<file path="src/rtl/dcache_ctl.sv">
module dcache_ctl #(
  parameter int AW     = 12,
  parameter int DW     = 32,
  parameter int LINE_W = 8,
  parameter int SETS   = 16
) (
  input  logic                    clk,
  input  logic                    rst_n,
  input  logic                    cpu_req,
  input  logic                    cpu_we,
  input  logic [AW-1:0]           cpu_addr,
  input  logic [DW-1:0]           cpu_wdata,
  input  logic                    cpu_cacheable,
  input  logic                    cpu_wthru,
  input  logic                    cfg_load_noalloc,
  input  logic                    cfg_store_noalloc,
  output logic                    cpu_ack,
  output logic [DW-1:0]           cpu_rdata,
  input  logic                    flush_req,
  input  logic [$clog2(SETS)-1:0] flush_set,
  output logic                    flush_ack,
  output logic                    mem_req,
  output logic                    mem_we,
  output logic                    mem_burst,
  output logic [AW-1:0]           mem_addr,
  output logic [DW-1:0]           mem_wdata,
  input  logic                    mem_ack,
  input  logic [DW-1:0]           mem_rdata
);
  localparam int OFFB = $clog2(LINE_W);
  localparam int IDXB = $clog2(SETS);
  localparam int TAGB = AW - OFFB - IDXB;

  typedef enum logic [1:0] {S_IDLE, S_EVICT, S_FILL, S_SINGLE} st_t;

  st_t                st;
  logic [TAGB-1:0]    tags [SETS];
  logic [DW-1:0]      data [SETS*LINE_W];
  logic [SETS-1:0]    valid, dirty;
  logic [OFFB-1:0]    beat;
  logic [IDXB-1:0]    widx;
  logic               flushing;

  wire [OFFB-1:0] off  = cpu_addr[OFFB-1:0];
  wire [IDXB-1:0] idx  = cpu_addr[OFFB +: IDXB];
  wire [TAGB-1:0] tag  = cpu_addr[AW-1 -: TAGB];
  wire idle     = (st == S_IDLE);
  wire take_cpu = idle & cpu_req & ~flush_req;
  wire hit      = cpu_cacheable & valid[idx] & (tags[idx] == tag);
  wire alloc    = cpu_we ? (~cpu_wthru & ~cfg_store_noalloc) : ~cfg_load_noalloc;
  wire last     = mem_ack & (beat == {OFFB{1'b1}});
  wire fl_dirty = valid[flush_set] & dirty[flush_set];

  assign cpu_ack   = (take_cpu & hit & ~(cpu_we & cpu_wthru)) | ((st == S_SINGLE) & mem_ack);
  assign cpu_rdata = (st == S_SINGLE) ? mem_rdata : data[{idx, off}];
  assign flush_ack = (idle & flush_req & ~fl_dirty) | ((st == S_EVICT) & flushing & last);
  assign mem_req   = ~idle;
  assign mem_we    = (st == S_EVICT) | ((st == S_SINGLE) & cpu_we);
  assign mem_burst = (st == S_EVICT) | (st == S_FILL);
  assign mem_wdata = (st == S_EVICT) ? data[{widx, beat}] : cpu_wdata;

  always_comb begin
    case (st)
      S_EVICT: mem_addr = {tags[widx], widx, beat};
      S_FILL:  mem_addr = {tag, idx, beat};
      default: mem_addr = cpu_addr;
    endcase
  end

  always_ff @(posedge clk or negedge rst_n) begin
    if (!rst_n) begin
      st       <= S_IDLE;
      valid    <= '0;
      dirty    <= '0;
      beat     <= '0;
      widx     <= '0;
      flushing <= 1'b0;
    end else begin
      case (st)
        S_IDLE: begin
          beat <= '0;
          if (flush_req) begin
            if (fl_dirty) begin
              widx     <= flush_set;
              flushing <= 1'b1;
              st       <= S_EVICT;
            end
          end else if (cpu_req) begin
            if (hit) begin
              if (cpu_we && cpu_wthru) st <= S_SINGLE;
              else if (cpu_we)         dirty[idx] <= 1'b1;
            end else if (cpu_cacheable && alloc) begin
              widx     <= idx;
              flushing <= 1'b0;
              st       <= (valid[idx] && dirty[idx]) ? S_EVICT : S_FILL;
            end else begin
              st <= S_SINGLE;
            end
          end
        end
        S_EVICT: if (mem_ack) begin
          beat <= beat + 1'b1;
          if (last) begin
            dirty[widx] <= 1'b0;
            st          <= flushing ? S_IDLE : S_FILL;
          end
        end
        S_FILL: if (mem_ack) begin
          beat <= beat + 1'b1;
          if (last) begin
            valid[idx] <= 1'b1;
            dirty[idx] <= 1'b0;
            st         <= S_IDLE;
          end
        end
        default: if (mem_ack) st <= S_IDLE;
      endcase
    end
  end

  always_ff @(posedge clk) begin
    if (take_cpu && hit && cpu_we) data[{idx, off}] <= cpu_wdata;
    if (st == S_FILL && mem_ack) begin
      data[{idx, beat}] <= mem_rdata;
      if (last) tags[idx] <= tag;
    end
  end
endmodule


</file>
<file path="config.mk">
export PLATFORM = sky130hd
export DESIGN_NAME = dcache_ctl
export DESIGN_NICKNAME = d
export VERILOG_FILES = /design/src/rtl/dcache_ctl.sv
export SDC_FILE = /design/constraint.sdc
export NUM_CORES = 2
export LEC_CHECK = 0
export BUFFER_PORTS_ARGS = -buffer_cell sky130_fd_sc_hd__buf_2
export CELL_PAD_IN_SITES_DETAIL_PLACEMENT = 1
export CELL_PAD_IN_SITES_GLOBAL_PLACEMENT = 2
export CORE_UTILIZATION = 41
export DETAILED_ROUTE_END_ITERATION = 7
export MAX_ROUTING_LAYER = met4
export PLACE_DENSITY = 0.78
export SETUP_SLACK_MARGIN = 0.5
export SKIP_LAST_GASP = 1
export SYNTH_ARGS = -nofsm -noshare
export SYNTH_HDL_FRONTEND = slang
export SYNTH_MEMORY_MAX_BITS = 65536
export SYNTH_SLANG_ARGS = --single-unit
</file>
<file path="constraint.sdc">
create_clock -name clk -period 5.75 [get_ports clk]
set_clock_uncertainty 0.2 [all_clocks]
set_input_delay 1.15 -clock clk [delete_from_list [all_inputs] [get_ports clk]]
set_output_delay 1.15 -clock clk [all_outputs]
set_load 0.02 [all_outputs]
</file>
==> qor.csv <==
stage;metric;value;unit
die;fp.dieH;693;µm
yosys;ys.flop_type;edfxtp_1;
route;viasPerCell;6.88;
timing;rsz0062_at_grt;true;
pwr;p_seq_share;36.4;%
placement;portBuffers;170;
critical_path;cp.required;4.40;ns
yosys;yosysUniqueCellTypes;51;
finish;nFillCells;41700;
critical_path;cp-endpoint;cpu_rdata[0];
route;drt_iter0_markers;18900;
route;wl;712;mm
finish;drive_gt1_share;46.5;%
global_route;grt.met3_usage;6.87;%
critical_path;rr_startpoint;st[0]$_DFFE_PN0P_;
pwr;p_int;65.8;mW
critical_path;crit_fanout;5;
yosys;ys_seq_elements;4218;
clock_tree;clk-insertion-delay-late;1.04;ns
critical_path;worstSetupStartpointType;input port;
global_route;grt_pass1_wl;967;mm
min_path;min_path_type;input port to async pin;
timing;setup_viol;0;
yosys;avgSynthCellArea;21.4;µm²
route;firstDrtPassIters;5;
critical_path;rr_endpoint;data[74][22]$_DFFE_PP_;
placement;gp_congestion;0.861;
clock_tree;holdBufCountCts;0;
yosys;synthCells;9135;
placement;placed_cell_area;0.214;mm²
yosys;yosysSeqAreaShare;64.6;%
timing;min_period_over_period;99.8;%
die;die-area;0.480;mm²
outcome;run_status;complete, no violations;
clock_tree;cts.clk_slew.worst_paths;0.06;ns
finish;multi_input_area;0.0694;mm²
yosys;synth_edf_count;4176;
clock_tree;clockRootBuffer;clkbuf_16;
pwr;p_leak;73.7;nW
finish;final_cell_area;0.238;mm²
route;num_vias;117000;
timing;hold_violations;0;
die;rows;253;
run;max_cap_viol_count;0;
timing;finalMaxSlewViolations;0;
timing;max_freq;0.174;GHz
timing;fin_crit;5.74;ns
die;core;0.475;mm²
critical_path;max_stage_delay;0.58;ns
finish;final_util;50.0;%
clock_tree;clock_path_buffers;4;
yosys;synth_fp_nets;9231;
die;chipWidth;693;µm
critical_path;path_class;input port to primary output;
global_route;antenna_found_initial;22;
global_route;busiest_layer;met2;
global_route;grt_pass1_vias;120000;
yosys;synthArstFlopShare;0.996;%
die;start_util;41.2;%
pwr;p_clk_share;30.3;%
pwr;sw_frac_of_total;31.9;%
clock_tree;cts_made_buffers;437;
critical_path;crit_family;multiplexers;
finish;seqCellArea;0.126;mm²
pwr;vdd_drop_max;300;µV
clock_tree;cts_htree_levels;5;
route;ant_nets;0;
route;route.detailed.drc;0;
pwr;powerDensity;407;mW/mm²
critical_path;arrival;4.39;ns
pwr;p_sw;30.8;mW
placement;post-dp-hpwl;418;mm
finish;synthToLayoutAreaGrowth;21.3;%
critical_path;crit_start;cpu_addr[0];
global_route;grt_max_degree;129;
global_route;grt-ovfl-total;0;
critical_path;r2r_cells;9;
timing;tightest_slew;1.35;ns
clock_tree;cts_tree;done;
timing;maxSlewHeadroom;9.74;%
route;wl_per_cell;41.8;µm
yosys;syn_area;0.196;mm²
critical_path;crit_cells;12;
die;io_pins;171;
critical_path;reg2reg_slack;1.52;ns
yosys;yosysWarnings;0;
critical_path;endpoint_kind;primary output;
critical_path;slowest_stage;mux4_2;
clock_tree;clock_sinks;4218;
critical_path;path_buf_inv;7;
critical_path;crit_chain;buf_16 -> buf_8 -> buf_16 -> buf_4 -> buf_4 -> mux4_2 -> mux4_2 -> mux4_2 -> mux2i_2 -> o21ai_4 -> buf_4 -> buf_2;
global_route;grt.total_usage;29.7;%
timing;worst_hold_slack;0.142;ns
finish;fin_nets;10400;
global_route;gr-usage-met2;44.3;%
global_route;met1_usage;39.4;%
pwr;share_comb_of_total_power;33.2;%
cells by family (layout without fill, tap and decap cells):
logic type | count (synthesis) | count (layout) | synth area share, %
buffers and inverters | 767 | 2284 | 1.52
multiplexers | 3044 | 3044 | 30.8
other | 0 | 14 | 0
AND/OR/NAND/NOR | 476 | 476 | 1.04
AO/OA/AOI/OAI | 620 | 620 | 1.99
XOR/XNOR | 4 | 4 | 0.0179
adder cells (fa/ha/maj) | 6 | 6 | 0.0383
flip-flops | 4218 | 4218 | 64.6
per-stage QoR:
| stage | setup slack [ns] | TNS [ns] | total power [mW] | cells |
|---|---|---|---|---|
| after global routing | -0.0129 | -0.0129 | 98.5 | 17000 |
| after detailed placement | -0.938 | -6.31 | 61.6 | 15800 |
| after floorplan | 0.192 | 0 | 50.9 | 9135 |
| after CTS | 0.0625 | 0 | 94.2 | 16800 |
| after global placement | -0.980 | -6.20 | 61.1 | 15800 |
| final | 0.0138 | 0 | 96.6 | 17000 |
flip-flops by register name, indices dropped and copies added (netlist names):
register	flops
valid	16
widx	4
data	4096
beat	3
flushing	1
tags	80
st	2
dirty	16
metal layers:
layer | part of all wire [%] | up-vias | wire length (µm)
met1 | 36 | 63700 | 256000
met2 | 46 | 9167 | 326000
met5 | 0 | - | 0
met4 | 5.2 | 0 | 37400
met3 | 13 | 1602 | 92500
li1 | - | 42900 | -
synthesized netlist by cell type, types with 17 or more instances:
cell      number  area [µm²]
or2_2         17         106
nor2_1       270        1010
nand3_1       22         110
nor2b_1       35         219
buf_1        285        1070
a211oi_1      52         390
dfrtp_1       42        1050
mux4_2      2382       53600
nand2_1       75         282
buf_2         39         195
o22ai_1      262        1640
mux2i_1      624        6250
mux2_2        38         428
edfxtp_1    4176      125000
o21ai_0      105         526
a21oi_1      109         546
nor3_1        36         180
clkbuf_1     424        1590
placed cells by master (no fill, tap or decap), drive strengths merged, types with 75 or more instances in the layout:
cell,Yosys,layout
o22ai,262,262
o21ai,105,105
nand2,75,75
mux4,2382,2382
buf,330,1407
clkbuf,424,555
a21oi,109,109
edfxtp,4176,4176
mux2i,624,624
clkinv,0,197
nor2,270,270
cell type report:
class | instances | share of cell area, %
Antenna cell | 14 | 0.0147
Clock inverter | 287 | 1.29
Sequential cell | 4218 | 53.2
Clock buffer | 522 | 4.77
Multi-Input combinational cell | 4150 | 29.2
Tap cell | 6375 | 3.36
Timing Repair Buffer | 1462 | 8.08
Inverter | 13 | 0.0237
power by group through the flow:
stage	Clock (mW)	Sequential, mW	Combinational, mW
2_1_floorplan	0	35.6	15.4
3_3_place_gp	0	35.9	25.2
3_5_place_dp	0	35.9	25.7
4_1_cts	29.4	35.2	29.7
5_1_grt	30.4	35.2	32.9
6_report	29.3	35.2	32.1
worst min-delay path by stage:
stage	startpoint	end	depth (start not counted)
4_1_cts	rst_n	valid[1]$_DFFE_PN0P_	1
6_report	rst_n	st[0]$_DFFE_PN0P_	1
3_3_place_gp	valid[15]$_DFFE_PN0P_	valid[15]$_DFFE_PN0P_	1
3_5_place_dp	valid[6]$_DFFE_PN0P_	valid[6]$_DFFE_PN0P_	1
2_1_floorplan	valid[15]$_DFFE_PN0P_	valid[15]$_DFFE_PN0P_	1
5_1_grt	rst_n	st[1]$_DFFE_PN0P_	1
timing repair:
action	4_1_cts	5_1_grt
cloned	62	37
resized for setup	483	329
endpoints found under the setup margin	64	65
pin swaps	69	96
setup buffers	141	165
Power figures use the tool's default switching activity.
